==> src/rtl/npc_pkg.sv <==
package npc_pkg;
   typedef enum logic [3:0] {
      XF_NONE = 4'd0,
      XF_EQ   = 4'd1,
      XF_NE   = 4'd2,
      XF_LEZ  = 4'd3,
      XF_GTZ  = 4'd4,
      XF_LTZ  = 4'd5,
      XF_GEZ  = 4'd6,
      XF_JMP  = 4'd7,
      XF_JREG = 4'd8,
      XF_JLNK = 4'd9
   } xfer_e;

   localparam int unsigned INSN_BYTES = 4;
   localparam int unsigned INSN_SHIFT = 2;
endpackage

==> src/rtl/npc_cond.sv <==
module npc_cond
   import npc_pkg::*;
#(
   parameter int unsigned XLEN = 32
) (
   input  logic            clk,
   input  logic            rst_n,
   input  xfer_e           kind_i,
   input  logic [XLEN-1:0] a_i,
   input  logic [XLEN-1:0] b_i,
   output logic            take_o
);
   logic a_neg, a_zero, ab_eq;

   assign a_neg  = a_i[XLEN-1];
   assign a_zero = (a_i == '0);
   assign ab_eq  = (a_i == b_i);

   always_comb begin
      unique case (kind_i)
         XF_EQ:   take_o = ab_eq;
         XF_NE:   take_o = !ab_eq;
         XF_LEZ:  take_o = a_neg || a_zero;
         XF_GTZ:  take_o = !a_neg && !a_zero;
         XF_LTZ:  take_o = a_neg;
         XF_GEZ:  take_o = !a_neg;
         XF_JMP, XF_JREG, XF_JLNK: take_o = 1'b1;
         default: take_o = 1'b0;
      endcase
   end


   none_chk: assert property (@(posedge clk) disable iff (!rst_n)
      (kind_i == XF_NONE) |-> !take_o);


   uncond_chk: assert property (@(posedge clk) disable iff (!rst_n)
      (kind_i inside {XF_JMP, XF_JREG, XF_JLNK}) |-> take_o);


   sign_pair_chk: assert property (@(posedge clk) disable iff (!rst_n)
      (kind_i == XF_LTZ && take_o) |-> !a_zero);
endmodule

==> src/rtl/npc_target.sv <==
module npc_target
   import npc_pkg::*;
#(
   parameter int unsigned XLEN   = 32,
   parameter int unsigned OFFS_W = 16,
   parameter int unsigned JT_W   = 26
) (
   input  xfer_e             kind_i,
   input  logic [XLEN-1:0]   seq_pc_i,
   input  logic [XLEN-1:0]   reg_i,
   input  logic [OFFS_W-1:0] offs_i,
   input  logic [JT_W-1:0]   jt_i,
   output logic [XLEN-1:0]   tgt_o
);
   localparam int unsigned REGION_W = XLEN - JT_W - INSN_SHIFT;

   logic [XLEN-1:0] br_disp, br_tgt, jmp_tgt;

   generate
      if (XLEN < OFFS_W + INSN_SHIFT) begin : g_bad_offs
         $error("npc_target: XLEN too narrow for offset");
      end
      if (REGION_W == 0) begin : g_flat
         assign jmp_tgt = {jt_i, {INSN_SHIFT{1'b0}}};
      end else begin : g_region
         assign jmp_tgt = {seq_pc_i[XLEN-1 -: REGION_W], jt_i, {INSN_SHIFT{1'b0}}};
      end
   endgenerate

   assign br_disp = {{(XLEN-OFFS_W-INSN_SHIFT){offs_i[OFFS_W-1]}}, offs_i, {INSN_SHIFT{1'b0}}};
   assign br_tgt  = seq_pc_i + br_disp;

   always_comb begin
      unique case (kind_i)
         XF_JMP, XF_JLNK: tgt_o = jmp_tgt;
         XF_JREG:         tgt_o = reg_i;
         default:         tgt_o = br_tgt;
      endcase
   end
endmodule

==> src/rtl/npc_slot.sv <==
module npc_slot #(
   parameter int unsigned XLEN = 32
) (
   input  logic            clk,
   input  logic            rst_n,
   input  logic            adv_i,
   input  logic            take_i,
   input  logic [XLEN-1:0] tgt_i,
   input  logic [XLEN-1:0] seq_pc_i,
   output logic [XLEN-1:0] next_pc_o
);
   logic            pend_q;
   logic [XLEN-1:0] pend_tgt_q;

   always_ff @(posedge clk) begin
      if (!rst_n) begin
         pend_q     <= 1'b0;
         pend_tgt_q <= '0;
      end else if (adv_i) begin
         pend_q <= take_i;
         if (take_i) pend_tgt_q <= tgt_i;
      end
   end

   assign next_pc_o = pend_q ? pend_tgt_q : seq_pc_i;


   slot_chk: assert property (@(posedge clk) disable iff (!rst_n)
      (adv_i && take_i) |=> (next_pc_o == $past(tgt_i)));


   hold_chk: assert property (@(posedge clk) disable iff (!rst_n)
      (pend_q && !adv_i) |=> (pend_q && $stable(pend_tgt_q)));


   consume_chk: assert property (@(posedge clk) disable iff (!rst_n)
      (pend_q && adv_i && !take_i) |=> !pend_q);
endmodule

==> src/rtl/nextpc_ctl.sv <==
module nextpc_ctl
   import npc_pkg::*;
#(
   parameter int unsigned XLEN            = 32,
   parameter int unsigned OFFS_W          = 16,
   parameter int unsigned JT_W            = 26,
   parameter bit          LINK_AFTER_SLOT = 1'b1
) (
   input  logic            clk,
   input  logic            rst_n,
   input  logic            adv,
   input  logic [3:0]      kind,
   input  logic [XLEN-1:0] pc_cur,
   input  logic [XLEN-1:0] rs_val,
   input  logic [XLEN-1:0] rt_val,
   input  logic [OFFS_W-1:0] offs16,
   input  logic [JT_W-1:0] jtarget,
   output logic [XLEN-1:0] next_pc,
   output logic            taken,
   output logic            link_we,
   output logic [XLEN-1:0] link_val
);
   localparam int unsigned LINK_STEP = LINK_AFTER_SLOT ? 2*INSN_BYTES : INSN_BYTES;

   generate
      if (XLEN < JT_W + INSN_SHIFT) begin : g_bad_xlen
         $error("nextpc_ctl: XLEN cannot hold the jump field");
      end
   endgenerate

   xfer_e           kind_e;
   logic [XLEN-1:0] seq_pc, tgt;
   logic            take;

   assign kind_e = xfer_e'(kind);
   assign seq_pc = pc_cur + XLEN'(INSN_BYTES);

   npc_cond #(.XLEN(XLEN)) u_cond (
      .clk    (clk),
      .rst_n  (rst_n),
      .kind_i (kind_e),
      .a_i    (rs_val),
      .b_i    (rt_val),
      .take_o (take)
   );

   npc_target #(.XLEN(XLEN), .OFFS_W(OFFS_W), .JT_W(JT_W)) u_tgt (
      .kind_i   (kind_e),
      .seq_pc_i (seq_pc),
      .reg_i    (rs_val),
      .offs_i   (offs16),
      .jt_i     (jtarget),
      .tgt_o    (tgt)
   );

   npc_slot #(.XLEN(XLEN)) u_slot (
      .clk       (clk),
      .rst_n     (rst_n),
      .adv_i     (adv),
      .take_i    (take),
      .tgt_i     (tgt),
      .seq_pc_i  (seq_pc),
      .next_pc_o (next_pc)
   );

   assign taken    = adv && take;
   assign link_we  = adv && (kind_e == XF_JLNK);
   assign link_val = pc_cur + XLEN'(LINK_STEP);


   link_chk: assert property (@(posedge clk) disable iff (!rst_n)
      link_we |-> taken);


   idle_chk: assert property (@(posedge clk) disable iff (!rst_n)
      !adv |-> (!taken && !link_we));
endmodule

==> config.mk <==
export PLATFORM = sky130hd
export DESIGN_NAME = nextpc_ctl
export DESIGN_NICKNAME = d
export VERILOG_FILES = /design/src/rtl/npc_pkg.sv /design/src/rtl/npc_cond.sv /design/src/rtl/npc_target.sv /design/src/rtl/npc_slot.sv /design/src/rtl/nextpc_ctl.sv
export SDC_FILE = /design/constraint.sdc
export NUM_CORES = 1
export LEC_CHECK = 0
export BUFFER_PORTS_ARGS = -buffer_cell sky130_fd_sc_hd__buf_2
export CAP_MARGIN = 10
export CORE_ASPECT_RATIO = 1.25
export CORE_MARGIN = 2
export CORE_UTILIZATION = 25
export CTS_CLUSTER_DIAMETER = 60
export DETAILED_ROUTE_END_ITERATION = 8
export GPL_TIMING_DRIVEN = 0
export PLACE_DENSITY = 0.5
export SETUP_SLACK_MARGIN = 0.2
export SLEW_MARGIN = 30
export SYNTH_ARGS = -nofsm -noshare
export SYNTH_HDL_FRONTEND = slang
export SYNTH_SLANG_ARGS = --single-unit
==> constraint.sdc <==
create_clock -name clk -period 9.05 [get_ports clk]
set_input_delay 0.905 -clock clk [delete_from_list [all_inputs] [get_ports clk]]
set_output_delay 0.905 -clock clk [all_outputs]
set_load 0.01 [all_outputs]
==> results of run 1 <==
==> cells in the mapped netlist (5+ instances only) <==
cell and number:
xnor2_1 78, and2_1 5, nor2b_1 5, inv_1 14, nor3_1 14, nor3b_1 5
nand2_1 44, nand3b_1 5, a222oi_1 18, xor2_1 21, mux2_2 32, nor4_1 16
a21o_1 17, clkbuf_1 37, ha_1 33, a22oi_1 9, a21oi_1 27, dfxtp_1 33
and3_1 6, a211oi_1 18, nor2_1 51, nand4_1 28, a311oi_1 7, a31oi_1 15
o21ai_1 13, nand3_1 23, o21ai_0 17
==> worst max-delay path: cells and delay by family <==
kind / cells / cell delay [ns]
buffers and inverters: 4 / 1.34
AND/OR/NAND/NOR: 3 / 1.22
AO/OA/AOI/OAI: 2 / 0.31
XOR/XNOR: 1 / 0.20
==> flip-flops by register name (all words and copies together), names as in the netlist <==
signal	cells
u_slot.pend_tgt_q	32
u_slot.pend_q	1
==> power breakdown <==
part	internal [mW]	switching (mW)	total, mW
Combinational	0.142	0.197	0.339
Sequential	0.154	0.00581	0.160
Clock	0.102	0.0665	0.169
Total	0.398	0.269	0.668
==> area by class of cell <==
type                       instances  share of cell area, %
inverter                          15                  0.862
buffer                            45                   2.89
clock buffer                       7                   2.03
antenna                            1                 0.0383
tap                              270                   5.17
clock inverter                     1                  0.115
timing repair buffer             201                   15.4
multi-input combinational        568                   63.4
sequential                        33                   10.1
==> worst max path at each step <==
| stage | start | slack, ns | end |
|---|---|---|---|
| after floorplan | pc_cur[3] | 4.92 | u_slot.pend_tgt_q[31] |
| after global placement | pc_cur[3] | 4.05 | u_slot.pend_tgt_q[29] |
| after detailed placement | pc_cur[3] | 4.07 | u_slot.pend_tgt_q[31] |
| after CTS | rs_val[14] | 4.22 | taken |
| after global routing | pc_cur[3] | 3.94 | u_slot.pend_tgt_q[29] |
| final | rs_val[14] | 4.15 | taken |
==> kinds of logic after synthesis <==
kind of cell	synth area share, %
adders and majority gates	8.58
buffers and inverters	4.86
and+or+nand+nor	22.1
AOI/OAI and AO/OA	25.4
DFF	13.1
muxes	8.16
xor gates and xnor gates	17.8
==> cell usage in the layout (no fill, tap or decap), types with 13 or more instances in the layout <==
master / Yosys / layout
a211oi_1: 18 / 18
a21o_1: 17 / 17
a21oi_1: 27 / 27
a222oi_1: 18 / 18
a31oi_1: 15 / 15
buf_2: 4 / 205
clkbuf_1: 37 / 39
dfxtp_1: 33 / 33
ha_1: 33 / 33
inv_1: 14 / 14
mux2_2: 32 / 32
nand2_1: 44 / 44
nand3_1: 23 / 23
nand4_1: 28 / 28
nor2_1: 51 / 51
nor3_1: 14 / 14
nor4_1: 16 / 16
o21ai_0: 17 / 17
o21ai_1: 13 / 13
xnor2_1: 78 / 78
xor2_1: 21 / 21
==> metrics by stage <==
step	utilization (%)	instances	worst slack (ns)	total power [mW]	cell area [sq um]
finish	32.7	1141	4.15	0.668	6530
global route	32.7	1140	3.94	0.706	6530
CTS	32.7	1140	4.22	0.668	6530
detailed placement	32.0	1132	4.07	0.500	6390
global placement	32.0	1132	4.05	0.500	6390
floorplan	-	661	4.92	0.368	5050
==> layer usage <==
metal  vias up  routed length (microns)  share of wire, %
li1       2931                        -                 -
met3        49                     1380               5.9
met5         -                        0                 0
met2       241                    11900                51
met1      2854                     9170                39
met4         0                     1000               4.3
==> flow_metrics.py, run 1 <==
metrics = {
    "global_routing": {
        "grt_use_met3_pct": 3.06,
        "met2_usage_pct": 38.4,
        "grt_pass1_vias": 6046,
        "track_usage_pct": 21.7,
        "use_met1_pct": 25.7,
        "grt_max_degree": 17,
        "busiest_layer": "met2",
        "overflow": 0,
        "grt_antenna_before_repair": 1,
        "grt_pass1_wl_mm": 35.1,
    },
    "min_path": {
        "hold_start": "u_slot.pend_tgt_q[1]",
        "min_to": "u_slot.pend_tgt_q[1]",
        "hp-class": "reg -> reg",
        "min_path_cells": 2,
    },
    "setup_path": {
        "critPathRequiredTime_ns": 8.15,
        "critPathLaunchType": "input pin",
        "worstPathCellList": "buf_2, xnor2_1, nand4_1, nor4_1, a32o_1, a221oi_1, nor4_1, clkbuf_1, clkbuf_1, buf_2",
        "rr_startpoint": "u_slot.pend_q",
        "r2r_end": "u_slot.pend_q",
        "crit_slowest_cell": "nor4_1",
        "endpoint_kind": "output port",
        "reg2reg_depth": 4,
        "cp_data_arrival_time_ns": 3.99,
        "crit_type": "in -> out",
        "slowest_delay_ns": 0.61,
        "rrSetupSlack_ns": 7.44,
        "crit_fanout": 10,
    },
    "yosys": {
        "synth_edf_count": 0,
        "synth_top_area_share_pct": 13.5,
        "synthArstFlopShare_pct": 0,
        "ys_seq_elements": 33,
        "syn-num-nets": 840,
        "syn_avg_cell_area_sq_um": 7.64,
        "yosysWarnings": 0,
        "ys_seq_area_share_pct": 13.1,
        "syn_inst": 661,
        "synth_area_leaders": "xnor2_1 (14%), dfxtp_1 (13%), ha_1 (8.2%)",
        "synthesis.area_sq_mm": 0.00505,
        "synth.largest_area_cell": "xnor2_1",
        "ys.flop_type": "dfxtp_1",
        "synth_cell_type_count": 60,
    },
    "power_and_ir_drop": {
        "p_leak_nw": 2.71,
        "powerDensity_mw_per_mm2": 102,
        "ir_worst_vdd_mv": 0.0660,
    },
    "clock_tree": {
        "clk_path_buf_depth": 2,
        "cts_setup_buffers": 0,
        "cts_tree": "built",
        "clock-sinks": 33,
        "cts_resized": 0,
        "clkTransAtPathRegs_ns": 0.06,
        "cts_root_buf": "clkbuf_16",
        "postCtsHoldBufs": 0,
        "cts_buffers": 5,
        "worstSkewPairLatency_ns": 0.28,
        "ctsHtreeMaxLevel": 2,
    },
    "sta": {
        "period_share_pct": 54.1,
        "fmax_mhz": 204,
        "final_hold_viol_count": 0,
        "worst_pin_slew_ns": 0.889,
        "period_needed_ns": 4.90,
        "skew_ns": 0,
        "rsz0062_at_grt": "no",
        "fin_hold_ws_ns": 0.497,
        "slew_violations": 0,
        "finalSetupViolCount": 0,
        "slew_headroom_pct": 40.2,
        "fin_setup_tns_ns": 0,
    },
    "floorplan": {
        "dieArea_sq_mm": 0.0213,
        "die_h_microns": 163,
        "fp.dieW_microns": 131,
        "rows": 58,
        "core_sq_mm": 0.0200,
        "start_util_pct": 25.3,
        "pin_count": 211,
    },
    "finish": {
        "seq_area_sq_um": 661,
        "multi_input_area_sq_mm": 0.00414,
        "drive_gt1_share_pct": 29.2,
        "fill_cells": 2241,
        "num-nets-final": 1048,
        "syn2layout_area_growth_pct": 29.4,
    },
    "drt": {
        "drtPass1Iterations": 6,
        "route.detailed.drc": 0,
        "drt_iter0_markers": 448,
        "routed_wirelength_mm": 23.5,
        "wire_per_inst_microns": 20.6,
        "avgViaCountPerCell": 5.32,
        "vias": 6075,
        "ant_nets": 0,
    },
    "outcome": {
        "status": "completed",
    },
    "placement": {
        "place_congestion": 0.923,
        "place_hpwl_mm": 19.6,
        "portBuffers": 201,
    },
    "run": {
        "maxCapViolCount": 0,
    },
}
Power figures use the tool's default switching activity.
==> run 2: changes to the inputs <==
--- a/config.mk
+++ b/config.mk
@@ -5,6 +5,7 @@
 export SDC_FILE = /design/constraint.sdc
 export NUM_CORES = 1
 export LEC_CHECK = 0
+export ABC_AREA = 1
 export BUFFER_PORTS_ARGS = -buffer_cell sky130_fd_sc_hd__buf_2
 export CAP_MARGIN = 10
 export CORE_ASPECT_RATIO = 1.25
==> constraint.sdc (replaced) <==
create_clock -name clk -period 3.92 [get_ports clk]
set_input_delay 0.392 -clock clk [delete_from_list [all_inputs] [get_ports clk]]
set_output_delay 0.392 -clock clk [all_outputs]
set_load 0.01 [all_outputs]
==> flow_metrics.py, run 2 <==
metrics = {
    "outcome": {
        "status": "completed",
    },
    "power_and_ir_drop": {
        "p_clk_share_pct": 23.0,
        "powerDensity_mw_per_mm2": 217,
        "intPower_uw": 935,
        "switching_share_pct": 43.8,
        "pwr-share-seq_pct": 22.8,
        "p_leak_nw": 3.99,
        "combPwrFrac_pct": 54.2,
        "ir_worst_vdd_mv": 0.123,
        "power_switching_uw": 727,
        "fin_total_pwr_mw": 1.66,
    },
    "sta": {
        "fin_hold_ws_ns": 0.425,
        "period_share_pct": 88.9,
        "fin_setup_tns_ns": 0,
        "final_hold_viol_count": 0,
        "period_needed_ns": 3.48,
        "fin_ws_ns": 0.436,
        "slew_headroom_pct": 56.0,
        "rsz0062_at_grt": "no",
        "slew_violations": 0,
        "worst_pin_slew_ns": 0.659,
        "skew_ns": 0,
        "fmax_mhz": 287,
        "finalSetupViolCount": 0,
    },
    "drt": {
        "route.met3.wl_mm": 1.82,
        "wl_met1_mm": 11.4,
        "ant_nets": 0,
        "drtPass1Iterations": 4,
        "wire_per_inst_microns": 15.8,
        "drt_iter0_markers": 514,
        "routed_wirelength_mm": 26.1,
        "vias": 7512,
        "routed.top_layer": "met5",
        "route.detailed.drc": 0,
        "avgViaCountPerCell": 4.55,
        "wl_met2_mm": 12.4,
    },
    "clock_tree": {
        "cts_tree": "built",
        "clkTransAtPathRegs_ns": 0.05,
        "clock-sinks": 33,
        "clk_path_buf_depth": 2,
        "cts_buffers": 5,
        "worstSkewPairLatency_ns": 0.28,
        "cts_root_buf": "clkbuf_16",
        "ctsHtreeMaxLevel": 2,
        "postCtsHoldBufs": 0,
    },
    "finish": {
        "fin_cells": 1651,
        "final_common_cell": "nand2_1",
        "fin_util_pct": 32.3,
        "diodes": 0,
        "reg_top3": "u_slot.pend_tgt_q: 32 flops, u_slot.pend_q: 1 flops",
        "top_register": "u_slot.pend_tgt_q",
        "final_cell_mix": "nand2_1 (384), buf_2 (215), nor2_1 (150)",
        "syn2layout_area_growth_pct": 26.9,
        "largest_register_ffs": 32,
        "drive_gt1_share_pct": 20.3,
        "fin_area_sq_mm": 0.00766,
        "num-nets-final": 1504,
    },
    "global_routing": {
        "track_usage_pct": 19.8,
        "grt_pass1_vias": 7184,
        "grt_pass1_wl_mm": 38.4,
        "overflow": 0,
        "grt_max_degree": 18,
        "grt_antenna_before_repair": 1,
    },
    "setup_path": {
        "cp_top_family": "simple AND/OR/NAND/NOR gates",
        "reg2reg_depth": 3,
        "critical_path.most_common_cell": "nand2_1",
        "crit_type": "in -> reg",
        "cp_data_arrival_time_ns": 3.67,
        "crit_slowest_cell": "or4_1",
        "crit_fanout": 9,
        "slowest_delay_ns": 0.60,
        "rr_startpoint": "u_slot.pend_q",
        "endpoint_kind": "flop",
        "critPathLaunchType": "input pin",
        "path_buf_inv": 3,
        "r2r_end": "u_slot.pend_q",
        "worstPathCellList": "clkbuf_4, ha_1, nand3_2, inv_2, nand2_2, or4_1, xor2_2, inv_1, ha_2, nand2_1, nor2_2, nand2_1, nor4_1, nand2_1, nand2_1, nand2_1, nand3_1, nand2_1, nor2_1, nor2_1",
        "rrSetupSlack_ns": 3.02,
        "critPathRequiredTime_ns": 4.10,
    },
    "run": {
        "maxCapViolCount": 0,
    },
    "floorplan": {
        "dieArea_sq_mm": 0.0254,
        "die_h_microns": 178,
        "core_sq_mm": 0.0237,
        "start_util_pct": 25.4,
        "rows": 63,
        "pin_count": 211,
        "fp.dieW_microns": 143,
    },
    "yosys": {
        "synth_area_leaders": "nand2_1 (24%), dfxtp_1 (11%), nor2_1 (9.4%)",
        "ys.flop_type": "dfxtp_1",
        "yosysWarnings": 0,
        "syn_inst": 1107,
        "synth_top_area_share_pct": 23.9,
        "yosys.cell_count.top_type": "nand2_1",
        "synth_cell_type_count": 44,
        "synth.largest_area_cell": "nand2_1",
        "synthArstFlopShare_pct": 0,
        "syn-num-nets": 1286,
        "syn_avg_cell_area_sq_um": 5.45,
        "ys_seq_area_share_pct": 10.9,
        "ys_seq_elements": 33,
        "synthTopCellsByCount": "nand2_1 (384), nor2_1 (152), inv_1 (128)",
        "synthesis.area_sq_mm": 0.00604,
        "synth_edf_count": 0,
    },
    "placement": {
        "place_hpwl_mm": 22.8,
        "placed_cell_area_sq_mm": 0.00749,
        "portBuffers": 209,
        "dp_cells": 1641,
        "place_congestion": 0.946,
        "post-place-ws_ns": -0.0550,
    },
    "min_path": {
        "hold_start": "rst_n",
        "min_to": "u_slot.pend_tgt_q[17]",
        "min_path_cells": 3,
        "hp-class": "in -> reg",
    },
}
-- run 2: area by class of cell --
type	count	area, sq um
Tap cell	325	407
Inverter	132	495
Fill cell	2752	16100
Clock inverter	2	10.0
Clock buffer	6	129
Sequential cell	33	661
Timing Repair Buffer	211	1060
Buffer	32	163
Multi-Input combinational cell	910	4740
-- run 2: worst max path at each step --
stage | slack (ns) | endpoint | depth (start not counted) | startpoint
floorplan | 0.94 | u_slot.pend_tgt_q[27] | 17 | pc_cur[2]
global route | 0.21 | u_slot.pend_tgt_q[31] | 20 | pc_cur[2]
finish | 0.44 | u_slot.pend_tgt_q[27] | 20 | pc_cur[2]
global placement | -0.03 | u_slot.pend_tgt_q[27] | 20 | pc_cur[2]
CTS | 0.24 | u_slot.pend_tgt_q[27] | 20 | pc_cur[2]
detailed placement | -0.05 | u_slot.pend_tgt_q[27] | 20 | pc_cur[2]
-- run 2: tightest hold or removal path: stages --
cell      delay, ns
clkbuf_1       0.15
nand2_1        0.10
nor2_1         0.03
-- run 2: cell families (layout without fill, tap and decap cells) --
group | Yosys count | count (layout) | synth area share [%]
buffers and inverters | 164 | 383 | 10.9
flip-flops | 33 | 33 | 10.9
AO/OA/AOI/OAI | 126 | 126 | 12.4
AND/OR/NAND/NOR | 673 | 673 | 47.4
adder cells (fa/ha/maj) | 34 | 34 | 7.17
XOR/XNOR | 77 | 77 | 11.2
-- run 2: repair_timing --
item | in CTS | in global routing
setup endpoints to repair | 0 | 6
resized for setup | 0 | 7
buffers inserted | 0 | 2
-- run 2: per-layer routing --
layer	up-vias	GRT usage (%)
met4	2	4.99
met5	-	0
met1	3281	24.7
met3	24	2.86
met2	248	35.4
li1	3957	-
-- run 2: power groups by stage --
stage / clock [mW] / combinational, mW / sequential, mW
final: 0.383 / 0.901 / 0.378
after global routing: 0.404 / 1.01 / 0.381
after CTS: 0.395 / 0.899 / 0.378
after detailed placement: 0 / 0.894 / 0.385
after global placement: 0 / 0.892 / 0.384
after floorplan: 0 / 0.553 / 0.382
==> run 3: changes to the inputs <==
--- a/config.mk
+++ b/config.mk
@@ -15,6 +15,7 @@
 export DETAILED_ROUTE_END_ITERATION = 8
 export GPL_TIMING_DRIVEN = 0
 export PLACE_DENSITY = 0.5
+export RECOVER_POWER = 25
 export SETUP_SLACK_MARGIN = 0.2
 export SLEW_MARGIN = 30
 export SYNTH_ARGS = -nofsm -noshare
==> flow_metrics.py, run 3 (synthesis gave the netlist of run 2 again) <==
metrics = {
    "sta": {
        "worst_pin_slew_ns": 0.665,
        "slew_violations": 0,
        "skew_ns": 0,
        "period_needed_ns": 3.50,
        "period_share_pct": 89.4,
        "fmax_mhz": 285,
        "fin_setup_tns_ns": 0,
        "rsz0062_at_grt": "no",
        "slew_headroom_pct": 55.7,
        "final_hold_viol_count": 0,
        "finalSetupViolCount": 0,
    },
    "finish": {
        "final_common_cell": "nand2_1",
        "fin_util_pct": 32.1,
        "diodes": 0,
        "largest_register_ffs": 32,
        "top_register": "u_slot.pend_tgt_q",
        "num-nets-final": 1504,
        "reg_top3": "u_slot.pend_tgt_q: 32 flops, u_slot.pend_q: 1 flops",
        "fill_cells": 2765,
        "final_cell_mix": "nand2_1 (384), buf_2 (199), nor2_1 (150)",
        "fin_area_sq_mm": 0.00762,
        "seq_area_sq_um": 661,
        "drive_gt1_share_pct": 18.9,
        "syn2layout_area_growth_pct": 26.3,
        "multi_input_area_sq_mm": 0.00472,
    },
    "setup_path": {
        "rr_startpoint": "u_slot.pend_q",
        "cp_data_arrival_time_ns": 3.68,
        "crit_fanout": 9,
        "endpoint_kind": "flop",
        "critPathLaunchType": "input pin",
        "critPathRequiredTime_ns": 4.10,
        "critical_path.startpoint": "pc_cur[2]",
        "crit_type": "in -> reg",
    },
    "floorplan": {
        "pin_count": 211,
        "rows": 63,
        "fp.dieW_microns": 143,
        "dieArea_sq_mm": 0.0254,
        "core_sq_mm": 0.0237,
        "die_h_microns": 178,
        "start_util_pct": 25.4,
    },
    "clock_tree": {
        "ctsHtreeMaxLevel": 2,
        "cts_buffers": 5,
        "clk_path_buf_depth": 2,
        "clkTransAtPathRegs_ns": 0.05,
        "clock-sinks": 33,
        "worstSkewPairLatency_ns": 0.28,
        "cts_tree": "built",
        "cts_root_buf": "clkbuf_16",
        "postCtsHoldBufs": 0,
    },
    "drt": {
        "ant_nets": 0,
        "wire_per_inst_microns": 15.8,
        "avgViaCountPerCell": 4.56,
        "routed_wirelength_mm": 26.1,
        "drt_iter0_markers": 458,
        "vias": 7526,
        "route.detailed.drc": 0,
        "drtPass1Iterations": 5,
    },
    "global_routing": {
        "grt_max_degree": 18,
        "track_usage_pct": 19.8,
        "grt_pass1_vias": 7184,
        "grt_pass1_wl_mm": 38.4,
        "overflow": 0,
        "grt_antenna_before_repair": 1,
    },
    "placement": {
        "place_congestion": 0.946,
        "place_hpwl_mm": 22.8,
        "placed_cell_area_sq_mm": 0.00749,
        "portBuffers": 209,
    },
    "power_and_ir_drop": {
        "ir_worst_vdd_mv": 0.123,
        "p_leak_nw": 3.94,
        "powerDensity_mw_per_mm2": 217,
    },
    "run": {
        "maxCapViolCount": 0,
    },
    "outcome": {
        "status": "completed",
    },
    "min_path": {
        "hold_start": "rst_n",
        "hp-class": "in -> reg",
    },
}
-- run 3: changes by cell type in the layout (fill, tap and decap cells not counted) --
cell      previous run  this run
nand4_4              1         0
nand4_1              7         8
buf_4                9         8
ha_1                31        32
buf_2              215       199
ha_2                 2         1
clkbuf_1            14        31
-- run 3: worst paths after layout --
path	end	slack, ns	cells past startpoint
hold reg to reg	u_slot.pend_tgt_q[0]	0.48	2
setup reg to reg	u_slot.pend_q	3.01	3
setup / recovery	u_slot.pend_tgt_q[27]	0.42	20
hold / removal	u_slot.pend_tgt_q[17]	0.43	3
-- run 3: area by class of cell --
type	instances	share of cell area, %
inverters	132	6.50
repair buffers	211	13.7
well taps	325	5.33
plain buffers	32	2.07
clock buffers	6	1.69
multi-input cells	910	61.9
flip-flops and latches	33	8.67
clock inverters	2	0.131
-- run 3: critical path, cell delays in order --
cell	delay (ns)
clkbuf_4	0.20
ha_1	0.21
nand3_2	0.15
inv_2	0.10
nand2_2	0.12
or4_1	0.60
xor2_2	0.26
inv_1	0.08
ha_2	0.40
nand2_1	0.11
nor2_2	0.17
nand2_1	0.12
nor4_1	0.18
nand2_1	0.16
nand2_1	0.10
nand2_1	0.05
nand3_1	0.06
nand2_1	0.07
nor2_1	0.09
nor2_1	0.05
-- run 3: where the power goes --
| part | switching, mW | leakage (nW) | internal (mW) |
|---|---|---|---|
| combinational | 0.564 | 3.60 | 0.331 |
| sequential | 0.0127 | 0.271 | 0.366 |
| clock | 0.149 | 0.0706 | 0.233 |
-- run 3: per-stage QoR --
stage | hold slack [ns] | total power [mW] | std cells | worst slack, ns
floorplan | 0.451 | 0.935 | 1107 | 0.940
global placement | 0.466 | 1.28 | 1641 | -0.0300
detailed placement | 0.470 | 1.28 | 1641 | -0.0550
CTS | 0.429 | 1.67 | 1649 | 0.242
global route | 0.485 | 1.79 | 1651 | 0.159
finish | 0.432 | 1.66 | 1651 | 0.416
-- run 3: timing repair --
action | CTS | global route
endpoints found under the setup margin | 0 | 6
buffers inserted | 0 | 2
gates resized for setup | 0 | 7
-- run 3: layer usage --
layer  up-vias  GRT usage (%)  routed length [microns]
li1       3956              -                        -
met1      3297           24.7                    11500
met2       247           35.4                    12400
met3        24           2.86                     1720
met4         2           4.99                      460
met5         -              0                       16
